`config.mk`:
```
export PLATFORM = sky130hd
export DESIGN_NAME = ws_timing_ctrl
export DESIGN_NICKNAME = d
export VERILOG_FILES = /design/src/rtl/ws_timing_pkg.sv /design/src/rtl/ws_cfg_decode.sv /design/src/rtl/ws_cost_calc.sv /design/src/rtl/ws_stall_ctr.sv /design/src/rtl/ws_timing_ctrl.sv
export SDC_FILE = /design/constraint.sdc
export NUM_CORES = 1
export LEC_CHECK = 0
export BUFFER_PORTS_ARGS = -buffer_cell sky130_fd_sc_hd__buf_2
export CAP_MARGIN = 15
export CORE_UTILIZATION = 35
export CTS_BUF_LIST = sky130_fd_sc_hd__clkbuf_4 sky130_fd_sc_hd__clkbuf_8 sky130_fd_sc_hd__clkbuf_16
export CTS_CLUSTER_DIAMETER = 40
export DETAILED_ROUTE_END_ITERATION = 8
export HOLD_SLACK_MARGIN = 0.1
export PLACE_DENSITY = 0.48
export RECOVER_POWER = 100
export SYNTH_ARGS = -nofsm -noshare
export SYNTH_HDL_FRONTEND = slang
export SYNTH_SLANG_ARGS = --single-unit
```
`constraint.sdc`:
```
create_clock -name clk_i -period 5.6 [get_ports clk_i]
set_input_delay 0 -clock clk_i [delete_from_list [all_inputs] [get_ports clk_i]]
set_output_delay 0 -clock clk_i [all_outputs]
set_load 0.05 [all_outputs]
```
`src/rtl/ws_timing_pkg.sv`:
```
package ws_timing_pkg;
  localparam int CFG_W    = 16;
  localparam int LAT_W    = 5;
  localparam int NREG     = 16;
  localparam int REG_W    = $clog2(NREG);
  localparam int NWIN     = 3;
  localparam int WIN_BASE = 8;
  localparam int SRAM_REG = 14;
  localparam int WRAM_REG = 2;
  localparam int PF_BIT   = 14;

  typedef enum logic [1:0] {
    ACC_NSEQ = 2'd0,
    ACC_SEQ  = 2'd1,
    ACC_PF   = 2'd2,
    ACC_ALT  = 2'd3
  } acc_e;

  // n = first access, s = sequential, p = prefetch path
  typedef struct packed {
    logic [LAT_W-1:0] n16;
    logic [LAT_W-1:0] s16;
    logic [LAT_W-1:0] p16;
    logic [LAT_W-1:0] n32;
    logic [LAT_W-1:0] s32;
    logic [LAT_W-1:0] p32;
  } lat_t;

  localparam lat_t WRAM_LAT = '{n16: 5'd2, s16: 5'd2, p16: 5'd2,
                                n32: 5'd5, s32: 5'd5, p32: 5'd5};

  function automatic logic [LAT_W-1:0] first_wait(input logic [1:0] idx);
    case (idx)
      2'd0:    return LAT_W'(4);
      2'd1:    return LAT_W'(3);
      2'd2:    return LAT_W'(2);
      default: return LAT_W'(8);
    endcase
  endfunction
endpackage

```
`src/rtl/ws_cfg_decode.sv`:
```
module ws_cfg_decode
  import ws_timing_pkg::*;
(
  input  logic             clk_i,
  input  logic             rst_ni,
  input  logic             cfg_we_i,
  input  logic [CFG_W-1:0] cfg_data_i,
  output lat_t             lat_o [NREG]
);
  logic [CFG_W-1:0] cfg_q;
  logic             pf_en;
  lat_t             win_lat [NWIN];
  lat_t             sram_lat;
  logic [LAT_W-1:0] sram_v;

  always_ff @(posedge clk_i or negedge rst_ni) begin
    if (!rst_ni)       cfg_q <= '0;
    else if (cfg_we_i) cfg_q <= cfg_data_i;
  end

  assign pf_en = cfg_q[PF_BIT];

  for (genvar w = 0; w < NWIN; w++) begin : g_win
    localparam int FLO  = 2 + 3 * w;
    localparam int SBIT = FLO + 2;
    localparam logic [LAT_W-1:0] SLOW = LAT_W'(2 << w);
    logic [LAT_W-1:0] n16, s16, n32, s32;
    assign n16 = first_wait(cfg_q[FLO +: 2]);
    assign s16 = cfg_q[SBIT] ? LAT_W'(1) : SLOW;
    assign n32 = n16 + s16 + LAT_W'(1);
    assign s32 = (s16 << 1) + LAT_W'(1);
    assign win_lat[w] = '{n16: n16, s16: s16, p16: pf_en ? '0 : s16,
                          n32: n32, s32: s32, p32: pf_en ? '0 : s32};
  end

  assign sram_v   = first_wait(cfg_q[1:0]);
  assign sram_lat = '{n16: sram_v, s16: sram_v, p16: sram_v,
                      n32: (sram_v << 1) + LAT_W'(1),
                      s32: (sram_v << 1) + LAT_W'(1),
                      p32: (sram_v << 1) + LAT_W'(1)};

  always_comb begin
    for (int r = 0; r < NREG; r++) begin
      lat_o[r] = '0;
      if (r == WRAM_REG)
        lat_o[r] = WRAM_LAT;
      else if (r >= WIN_BASE && r < WIN_BASE + 2 * NWIN)
        lat_o[r] = win_lat[(r - WIN_BASE) / 2];
      else if (r == SRAM_REG)
        lat_o[r] = sram_lat;
    end
  end
endmodule

```
`src/rtl/ws_cost_calc.sv`:
```
module ws_cost_calc
  import ws_timing_pkg::*;
#(
  parameter int EXTRA_W = 5,
  parameter int COST_W  = 12
) (
  input  lat_t               lat_i [NREG],
  input  logic [REG_W-1:0]   region_i,
  input  logic               wide_i,
  input  acc_e               mode_i,
  input  logic               store_i,
  input  logic [EXTRA_W-1:0] extra_i,
  output logic [COST_W-1:0]  stall_o,
  output logic [COST_W-1:0]  burst_o
);
  lat_t             sel;
  logic [LAT_W-1:0] first_w, seq_w;
  logic [COST_W-1:0] base;

  always_comb begin
    sel = lat_i[region_i];
    unique case (mode_i)
      ACC_SEQ: first_w = wide_i ? sel.s32 : sel.s16;
      ACC_PF:  first_w = wide_i ? sel.p32 : sel.p16;
      default: first_w = wide_i ? sel.n32 : sel.n16;
    endcase
    seq_w = wide_i ? sel.s32 : sel.s16;
    base  = store_i ? COST_W'(1) : COST_W'(2);
    stall_o = base + COST_W'(first_w)
            + COST_W'(extra_i) * (COST_W'(seq_w) + COST_W'(1));
    burst_o = COST_W'(1) + COST_W'(sel.n32)
            + COST_W'(extra_i) * (COST_W'(sel.s32) + COST_W'(1));
  end
endmodule

```
`src/rtl/ws_stall_ctr.sv`:
```
module ws_stall_ctr #(
  parameter int COST_W = 12
) (
  input  logic              clk_i,
  input  logic              rst_ni,
  input  logic              req_valid_i,
  input  logic [COST_W-1:0] total_i,
  output logic              wait_o,
  output logic              done_o
);
  logic [COST_W-1:0] cnt_q;
  logic              busy_q, done_q;

  always_ff @(posedge clk_i or negedge rst_ni) begin
    if (!rst_ni) begin
      cnt_q  <= '0;
      busy_q <= 1'b0;
      done_q <= 1'b0;
    end else begin
      done_q <= 1'b0;
      if (busy_q) begin
        if (cnt_q <= COST_W'(1)) begin
          busy_q <= 1'b0;
          done_q <= 1'b1;
        end else begin
          cnt_q <= cnt_q - COST_W'(1);
        end
      end else if (req_valid_i) begin
        busy_q <= 1'b1;
        cnt_q  <= total_i;
      end
    end
  end

  assign wait_o = busy_q;
  assign done_o = done_q;
endmodule

```
`src/rtl/ws_timing_ctrl.sv`:
```
module ws_timing_ctrl
  import ws_timing_pkg::*;
#(
  parameter  int EXTRA_W = 5,
  localparam int COST_W  = EXTRA_W + 7
) (
  input  logic               clk_i,
  input  logic               rst_ni,
  input  logic               cfg_we_i,
  input  logic [15:0]        cfg_data_i,
  input  logic               req_valid_i,
  input  logic [3:0]         req_region_i,
  input  logic               req_wide_i,
  input  logic [1:0]         req_mode_i,
  input  logic               req_store_i,
  input  logic [EXTRA_W-1:0] req_extra_i,
  output logic               wait_o,
  output logic               done_o,
  output logic [COST_W-1:0]  burst_cost_o
);
  lat_t              lat_tab [NREG];
  logic [COST_W-1:0] stall_cnt;

  ws_cfg_decode u_dec (
    .clk_i      (clk_i),
    .rst_ni     (rst_ni),
    .cfg_we_i   (cfg_we_i),
    .cfg_data_i (cfg_data_i),
    .lat_o      (lat_tab)
  );

  ws_cost_calc #(.EXTRA_W(EXTRA_W), .COST_W(COST_W)) u_cost (
    .lat_i    (lat_tab),
    .region_i (req_region_i),
    .wide_i   (req_wide_i),
    .mode_i   (acc_e'(req_mode_i)),
    .store_i  (req_store_i),
    .extra_i  (req_extra_i),
    .stall_o  (stall_cnt),
    .burst_o  (burst_cost_o)
  );

  ws_stall_ctr #(.COST_W(COST_W)) u_ctr (
    .clk_i       (clk_i),
    .rst_ni      (rst_ni),
    .req_valid_i (req_valid_i),
    .total_i     (stall_cnt),
    .wait_o      (wait_o),
    .done_o      (done_o)
  );
endmodule

```
== Word-level counts from Yosys, hierarchy flattened ==
Cells that the tools add are included.
Storage, ports and cells
  register bits: 29
  input bits: 33
Operators by class
  add/subtract/negate cells: 17
  multipliers: 2
  $lt $le $gt $ge: 2
  equal/unequal tests: 11
  muxes and demuxes: 29
  bitwise logic cells: 1
  reductions and logical operators: 6
Operators with widths (number)
  $bmux W30 S4: 1
  $mux W30: 2
  $pmux W4 S3: 4
  $mux W12: 3
  $add A5 B1 Y5 const B: 7
  $mux W5: 6
  $add A12 B12 Y12: 2
  $mul A5 B12 Y12: 2
  $add A4 B5 Y5: 3
  $add A12 B5 Y12: 1
  $add A5 B1 Y6 const B: 2
  $le A12 B1 Y1 const B: 1
  $sub A12 B1 Y12 const B: 1
  $eq A2 B1 Y1 const B: 5
  $eq A2 B2 Y1 const B: 5
  $pmux W5 S2: 1
  $logic_not A2 Y1: 4
  $mux W4: 2
  $add A1 B5 Y6 const A: 1
  $mux W2: 3
  $mux W3: 2
  $ge A5 B5 Y1 const B: 1
  $mux W1: 5
  $not A4 Y5: 1
  3 further kinds: 3

== Logic depth before layout (Yosys ltp) ==
Gate-level depths: netlist of the first run.
  depth in word-level cells: 13
  depth in mapped cells: 27

== Cells and area by module ==
From an unflattened synthesis of the first run, not the netlist that was laid out.
Second synthesis, totals
  cells, all modules: 1296
  area, all modules: 12161.7 µm²
By module, submodules not included
  ws_cost_calc: times used 1, cells an instance 662, area an instance 7066.8 µm²
  ws_cfg_decode: times used 1, cells an instance 539, area an instance 4220.3 µm²
  ws_stall_ctr: times used 1, cells an instance 95, area an instance 874.6 µm²

== Worst setup path before layout of the first run ==
No wires, ideal clock.
  path type: flip-flop to output port
  start: register u_dec.cfg_q[9]
  end: output port burst_cost_o[11]
  arrival time: 5823 ps
  required time: 5600 ps
  slack: -223 ps
  cell stages (with the launch flop): 24
  buffers on the path: 0
  cell sequence: dfrtp_1 -> inv_1 -> ha_1 -> inv_1 -> ha_1 -> fa_1 -> nor2_1 -> nor2_1 -> a221oi_1 -> ha_1 -> nor3b_1 -> xor2_1 -> fa_1 -> inv_1 -> fa_1 -> fa_1 -> inv_1 -> ha_1 -> a21oi_1 -> o21ai_0 -> o21ai_0 -> nand2b_1 -> a21oi_1 -> o21ai_0
On the way
  word-level cells in the longest chain between the ends: 9
Ends and longest elaborated chain
  start, declared: line ws_cfg_decode.sv:10  | logic [CFG_W-1:0] cfg_q;
  start signal, assigned: line ws_cfg_decode.sv:18  | else if (cfg_we_i) cfg_q <= cfg_data_i;
  $eq A2 B2 Y1 (tied with other cells): line ws_timing_pkg.sv:33  | case (idx)
  $pmux W4 S3 *: line ws_timing_pkg.sv:33
  $add A4 B5 Y5 *: line ws_cfg_decode.sv:30  | assign n32 = n16 + s16 + LAT_W'(1);
  $add A5 B1 Y5 *: line ws_cfg_decode.sv:30
  $bmux W30 S4 *: line ws_cost_calc.sv:21  | sel = lat_i[region_i];
  $mux W30 (implied by the code) * (2 in series): line ws_cost_calc.sv:21
  $add A1 B5 Y6 *: line ws_cost_calc.sv:31  | burst_o = COST_W'(1) + COST_W'(sel.n32)
  $add A12 B12 Y12 *: line ws_cost_calc.sv:32  | + COST_W'(extra_i) * (COST_W'(sel.s32) + COST_W'(1));
  end, declared: line ws_timing_ctrl.sv:19  | output logic [COST_W-1:0] burst_cost_o
Every way passes the cells marked *; elsewhere a longest branch is shown, timed or not. The select of a mux whose other input is x is not followed.

== Final worst setup path of the first run ==
  start: register u_dec.cfg_q[3]
  end: output port burst_cost_o[8]
Same word-level chain as after synthesis.

==> metrics, run 1 <==
outcome finished with violations; violations in the final reports max-capacitance violations; layout cell share with drive strength beyond 1 19.7%; number of failing hold endpoints at the final stage 0; Power per Cell Area 255 nW/um2; smallest hold slack 0.154 ns; main combinational cell family by area after synthesis adder cells; commonest cells in the netlist sky130_fd_sc_hd__inv_1, sky130_fd_sc_hd__ha_1, sky130_fd_sc_hd__nand2_1, sky130_fd_sc_hd__o21ai_0, sky130_fd_sc_hd__a21oi_1; wire length of the first global-routing pass 21.0 mm; fin. max-slew vios 0; initial core utilization 35.9%; mux contribution to synthesized area 2.25%; Port-buffer cells 42; estimated wirelength of the detail-placed design 10.1 mm; number of antenna violations at the first check in global routing 0; DRC marker count from the first detailed-route iteration 256; wire length reported by the detailed router 12.6 mm; io pins 47; fin crit period 5.50 ns; number of diodes added for antenna fixing 0; Max Clock Freq 0.182 GHz; maximum number of buffers from clock root to sink 2; Primary FF master, synth sky130_fd_sc_hd__dfrtp_1; die height 122 um; data arrival time of the worst path 5.50 ns; worst-path fanout max 2; Syn Inst Count 621; count of nets after finishing 835; register bit total from synthesis 26; critical path endpoint category output pin; TritonCTS clock tree done; period utilisation layout 98.2%; count of cell types in the netlist 65; number of vias in the routed layout 4417; number of global-route vias before repair 4371; clock slew at the register clock pins of the worst setup and hold paths 0.06 ns; number of enable flip-flop cells after synthesis 0; final std cell area, no fill 6100 um2; most frequent cell after synthesis sky130_fd_sc_hd__inv_1; CTS Sinks 26; Cell Area, Synth 5000 um2; pin slew with the least headroom to its limit 1.50 ns; maximum number of pins on one net before global-route repair 27; xor/xnor share of the synthesized area 4.38%; number of vias per cell 5.08; Hold WC Path Type in -> reg; count of standard-cell rows 43; setup-violating endpoint count in the final report 0; routed wirelength normalized by instance count 14.4 um; Congestion Overflow GR 0; count of TritonRoute iterations in the first routing pass 4; post-synthesis to final-layout area growth 21.8%; largest cells by area after synthesis sky130_fd_sc_hd__ha_1, sky130_fd_sc_hd__fa_1, sky130_fd_sc_hd__dfrtp_1; number of max-capacitance violations reported 1; Core ar. 13900 um2; floorplan die area 14800 um2; total CTS buffers 3; maximum level of the CTS H-tree 1; required arrival time at the worst endpoint 5.60 ns; worst clock skew 0.00879 ns; Worst IR Drop VDD 203 uV; average footprint of a synthesized cell 8.06 um2; width of the chip 122 um; Max-slew headroom 0.110%; area share of and/or/nand/nor cells after synthesis 21.7%; sequential area share after synthesis 13.0%; Compound-Gate Fraction of Synth Area 16.7%; area share of the largest cell type after synthesis 18.3%; leakage dissipation 3.00 nW; arithmetic-cell share of the synthesized area counting full adders, half adders and majority gates 33.5%; classification of the worst setup path reg -> out; routability cong. 0.870; number of nets with antenna violations after routing 0; most area-hungry cell type in the Yosys netlist sky130_fd_sc_hd__ha_1; Pwr Total 1.56 mW; Post-route DRC 0; clk root buf sky130_fd_sc_hd__clkbuf_16; global-route total usage across every layer 17.6%; Placed Area 5540 um2; kind of start point of the critical path flop; setup repair after global routing missed its margin true; synthesized net count 765; number of synthesis warnings 0; share of synthesized registers carrying an async set or reset 100%; worst skew pair latency 0.27 ns
==> final cells by class <==
| cell class | count | area [um2] |
|---|---|---|
| flip-flops and latches | 26 | 651 |
| clock buffers | 3 | 75.1 |
| inverters | 86 | 323 |
| multi-input cells | 486 | 4160 |
| clock inverters | 1 | 30.0 |
| fillers | 1428 | 7840 |
| repair buffers | 88 | 631 |
| well taps | 180 | 225 |
==> logic make-up (layout without fill, tap and decap cells) <==
family	Yosys count	after routing
adder cells (fa/ha/maj)	111	111
buffers and inverters	109	178
flip-flops	26	26
XOR/XNOR	25	25
AND/OR/NAND/NOR	205	205
multiplexers	10	10
AO/OA/AOI/OAI	135	135
==> critical path, stage by stage (launching register included) <==
cell and delay (ns):
sky130_fd_sc_hd__dfrtp_1 0.39, sky130_fd_sc_hd__inv_2 0.11, sky130_fd_sc_hd__buf_12 0.11, sky130_fd_sc_hd__ha_4 0.19
sky130_fd_sc_hd__fa_1 0.52, sky130_fd_sc_hd__mux2i_2 0.08, sky130_fd_sc_hd__a221oi_2 0.35, sky130_fd_sc_hd__ha_2 0.25
sky130_fd_sc_hd__nor3b_4 0.18, sky130_fd_sc_hd__xor2_1 0.21, sky130_fd_sc_hd__fa_1 0.45, sky130_fd_sc_hd__inv_1 0.08
sky130_fd_sc_hd__fa_1 0.43, sky130_fd_sc_hd__fa_1 0.53, sky130_fd_sc_hd__inv_2 0.05, sky130_fd_sc_hd__ha_4 0.21
sky130_fd_sc_hd__nor2b_4 0.12, sky130_fd_sc_hd__o21ai_2 0.12, sky130_fd_sc_hd__nand2b_1 0.09, sky130_fd_sc_hd__and2_4 0.16
sky130_fd_sc_hd__o21ai_4 0.16, sky130_fd_sc_hd__nor2b_4 0.17, sky130_fd_sc_hd__xnor2_2 0.11, sky130_fd_sc_hd__buf_6 0.17
==> per-layer routing <==
| metal | up-vias | routed length [um] | global-route usage, % |
|---|---|---|---|
| li1 | 2226 | - | - |
| met1 | 2095 | 6260 | 25.0 |
| met2 | 83 | 5800 | 29.2 |
| met3 | 13 | 361 | 1.03 |
| met4 | 0 | 146 | 4.32 |
| met5 | - | 0 | 0 |
==> flip-flops by register name, indices dropped and copies added, names as in the netlist <==
signal / flops
u_ctr.cnt_q: 12
u_ctr.done_o: 1
u_ctr.wait_o: 1
u_dec.cfg_q: 12
==> cell usage in the layout (no fill, tap or decap), drive strengths merged, types with 4 or more instances in the layout <==
cell          n
nor3          8
or4           4
o22ai         7
dlygate4sd3  13
or3           5
o21ai        43
nand2b       14
xor2         11
clkbuf        4
o21a          4
ha           73
buf          74
and2         27
and3          6
a211oi        8
dfrtp        26
inv          84
mux2i         9
nand3        12
xnor2        14
a31oi         5
nor2         30
o31ai         4
a21oi        40
nand2        62
nor2b        19
fa           38
==> stage by stage <==
step                      setup TNS [ns]  util [%]  setup slack [ns]  instances
final                                  0      43.7             0.103        870
after CTS                              0      42.3           0.00702        867
after global routing              -0.572      43.7            -0.171        870
after global placement            -0.116      39.8           -0.0819        846
after floorplan                        0         -            0.0570        621
after detailed placement          -0.498      39.8            -0.221        846
==> what timing repair did <==
action | 4_1_cts | 5_1_grt
hold buffers | 13 | 0
buffers inserted | 4 | 3
setup endpoints to repair | 5 | 11
resized for setup | 24 | 44
hold endpoints to repair | 38 | 0
pin swaps | 11 | 15
==> power by group <==
| part | internal (mW) | switching [mW] |
|---|---|---|
| registers | 0.240 | 0.0560 |
| logic | 0.435 | 0.616 |
| clock network | 0.142 | 0.0681 |
==> path summary, 6_finish.rpt <==
path                                startpoint         endpoint  slack (ns)  cells after the start
worst max-delay path            u_dec.cfg_q[3]  burst_cost_o[8]        0.10                     23
worst min-delay path                  cfg_we_i   u_dec.cfg_q[8]        0.15                      3
worst max register to register  u_dec.cfg_q[3]  u_ctr.cnt_q[11]        0.26                     23
worst min register to register  u_ctr.cnt_q[1]   u_ctr.cnt_q[1]        0.56                      2
max in group asynchronous               rst_ni   u_dec.cfg_q[4]        4.10                      2
min in group asynchronous               rst_ni     u_ctr.done_o        0.62                      2
Power figures use the tool's default switching activity.
==> inputs of run 2 (changes only) <==
REMOVE_ABC_BUFFERS = 1   (was not set)
==> metrics, run 2 (synthesis results as in run 1) <==
CTS Sinks 26 (unchanged); setup-violating endpoint count in the final report 0 (unchanged); critical path cell sequence ha_4, inv_2, ha_4, inv_2, fa_1, mux2i_2, a221oi_2, ha_2, nor3b_2, xor2_1, fa_1, inv_1, fa_1, fa_1, inv_2, ha_4, nor2b_4, o21ai_1, nand2b_1, and2_4, o21ai_4, nor2b_4, xnor2_2, buf_6; layout cell share with drive strength beyond 1 18.8% (-0.90 points); sequential cell area 651 um2 (unchanged); fin crit period 5.52 ns (+0.0258 ns); slack of the critical path 0.0775 ns (-0.0258 ns); count of TritonRoute iterations in the first routing pass 4 (unchanged); number of diodes added for antenna fixing 0 (unchanged); leakage dissipation 3.00 nW (+0.21%); worst-path fanout max 3 (+1); classification of the worst setup path reg -> out; clock slew at the register clock pins of the worst setup and hold paths 0.07 ns (about the same); Worst IR Drop VDD 135 uV (-33%); width of the chip 122 um (unchanged); number of vias in the routed layout 4426 (+0.20%); worst skew pair latency 0.27 ns (about the same); worst setup slack before clock tree synthesis -0.119 ns (+0.102 ns); violations in the final reports max-capacitance violations, max-slew violations; period utilisation layout 98.6% (+0.46 points); total CTS buffers 3 (unchanged); number of vias per cell 5.08 (about the same); Post-route DRC 0 (unchanged); data arrival time of the worst path 5.52 ns (+0.02 ns); outcome finished with violations; number of nets with antenna violations after routing 0 (unchanged); setup repair after global routing missed its margin true; critical path endpoint category output pin; wire length reported by the detailed router 12.3 mm (-2.1%); CP max-delay cell sky130_fd_sc_hd__fa_1; post-synthesis to final-layout area growth 20.9%; launch point of the worst reg-to-reg path u_dec.cfg_q[3]; Max Clock Freq 0.181 GHz (-0.47%); most frequent cell on the critical path sky130_fd_sc_hd__fa_1; most used cells in the layout excluding fill and tap cells sky130_fd_sc_hd__inv_1, sky130_fd_sc_hd__ha_1, sky130_fd_sc_hd__nand2_1; pin slew with the least headroom to its limit 1.56 ns (+0.0567 ns); leading cell type in the layout, fill and taps excluded sky130_fd_sc_hd__inv_1; Port-buffer cells 42 (unchanged); hold wc startpoint cfg_we_i; Power per Cell Area 246 nW/um2 (-3.7%); number of antenna violations at the first check in global routing 0 (unchanged); clk root buf sky130_fd_sc_hd__clkbuf_16; Hold WC Path Type in -> reg; count of nets after finishing 836 (+0.12%); io pins 47 (unchanged); maximum level of the CTS H-tree 1 (unchanged); wire length of the first global-routing pass 21.0 mm (+0.13%); floorplan die area 14800 um2 (unchanged); Critical Path Max Stage Delay 0.55 ns (+0.02 ns); die height 122 um (unchanged); required arrival time at the worst endpoint 5.60 ns (about the same); setup TNS after final layout 0 ns (unchanged); DRC marker count from the first detailed-route iteration 262 (+2.3%); routed wirelength normalized by instance count 14.1 um (-2.2%); Congestion Overflow GR 0 (unchanged); initial core utilization 35.9% (unchanged); count of standard-cell rows 43 (unchanged); estimated wirelength of the detail-placed design 9.94 mm (-2.0%); kind of start point of the critical path flop; fin. max-slew vios 27 (+27); launch point of the worst path u_dec.cfg_q[2]; TritonCTS clock tree done; # fillers 1415 (-0.91%); largest registers u_ctr.cnt_q: 12 flops, u_dec.cfg_q: 12 flops; maximum number of pins on one net before global-route repair 27 (unchanged); global-route total usage across every layer 17.7% (+0.099 points); number of global-route vias before repair 4387 (+0.37%); routability cong. 0.885 (+1.7%); number of failing hold endpoints at the final stage 0 (unchanged); number of max-capacitance violations reported 1 (unchanged); worst clock skew 0.00354 ns (-0.00525 ns); maximum number of buffers from clock root to sink 2 (unchanged); Core ar. 13900 um2 (unchanged); multi-input gate area in the final layout 4160 um2 (about the same); Max-slew headroom -3.67% (-3.8 points)
==> run 2: changes by cell type in the layout (fill, tap and decap cells not counted), moves of 2 or more <==
cell / delta
sky130_fd_sc_hd__a21oi_1: -2
sky130_fd_sc_hd__a21oi_2: +3
sky130_fd_sc_hd__buf_4: +3
sky130_fd_sc_hd__buf_6: -4
sky130_fd_sc_hd__clkbuf_1: +2
sky130_fd_sc_hd__ha_1: +3
sky130_fd_sc_hd__ha_2: -2
sky130_fd_sc_hd__inv_1: +2
sky130_fd_sc_hd__inv_2: -2
sky130_fd_sc_hd__xnor2_1: -3
sky130_fd_sc_hd__xnor2_2: +3
==> run 2: worst paths after layout <==
path	end	slack (ns)	depth (start not counted)
max	burst_cost_o[8]	0.08	24
min	u_dec.cfg_q[3]	0.15	3
max reg2reg	u_ctr.cnt_q[9]	0.21	23
min reg2reg	u_ctr.cnt_q[1]	0.53	2
max in group asynchronous	u_ctr.cnt_q[10]	4.05	2
min in group asynchronous	u_dec.cfg_q[8]	0.64	2
==> run 2: metrics by stage <==
| step | utilization, % | cell area, um2 | cells | total power [mW] | hold slack (ns) |
|---|---|---|---|---|---|
| finish | 43.4 | 6050 | 871 | 1.49 | 0.149 |
| global route | 43.4 | 6050 | 871 | 1.65 | 0.195 |
| CTS | 41.8 | 5820 | 865 | 1.46 | 0.153 |
| detailed placement | 39.7 | 5530 | 846 | 1.24 | 0.0599 |
| global placement | 39.7 | 5530 | 846 | 1.23 | 0.0604 |
| floorplan | - | 4900 | 598 | 0.988 | -0.296 |
==> run 2: metal layers <==
layer / GRT usage (%) / up-vias / part of all wire (%)
met3: 1.08 / 13 / 2.3
li1: - / 2231 / -
met1: 25.2 / 2114 / 51
met4: 4.24 / 0 / 1.4
met2: 29.2 / 68 / 45
met5: 0 / - / 0
==> run 2: area by class of cell <==
cell class | instances | area share [%]
clock buffer | 4 | 1.47
multi-input combinational | 486 | 68.7
timing repair buffer | 89 | 9.97
tap | 180 | 3.72
sequential | 26 | 10.8
inverter | 86 | 5.34
==> run 2: power by group <==
part           internal, mW  switching, mW
Combinational         0.409          0.602
Clock                 0.110         0.0711
Sequential            0.240         0.0559
==> run 2: worst max-delay path: cells and delay by family, from the launching register on <==
family / cells / cell delay [ns]
AO/OA/AOI/OAI: 3 / 0.61
XOR/XNOR: 2 / 0.32
adder cells (fa/ha/maj): 8 / 2.69
buffers and inverters: 5 / 0.39
flip-flops: 1 / 0.42
multiplexers: 1 / 0.09
AND/OR/NAND/NOR: 5 / 0.72
==> run 2: timing repair <==
action                     in CTS  in global routing
gates resized for setup        16                 43
setup buffers                   2                  6
hold endpoints to repair       38                  0
gates cloned                    0                  0
pin swaps                       4                 14
hold buffers                   13                  0
setup endpoints to repair       5                 11
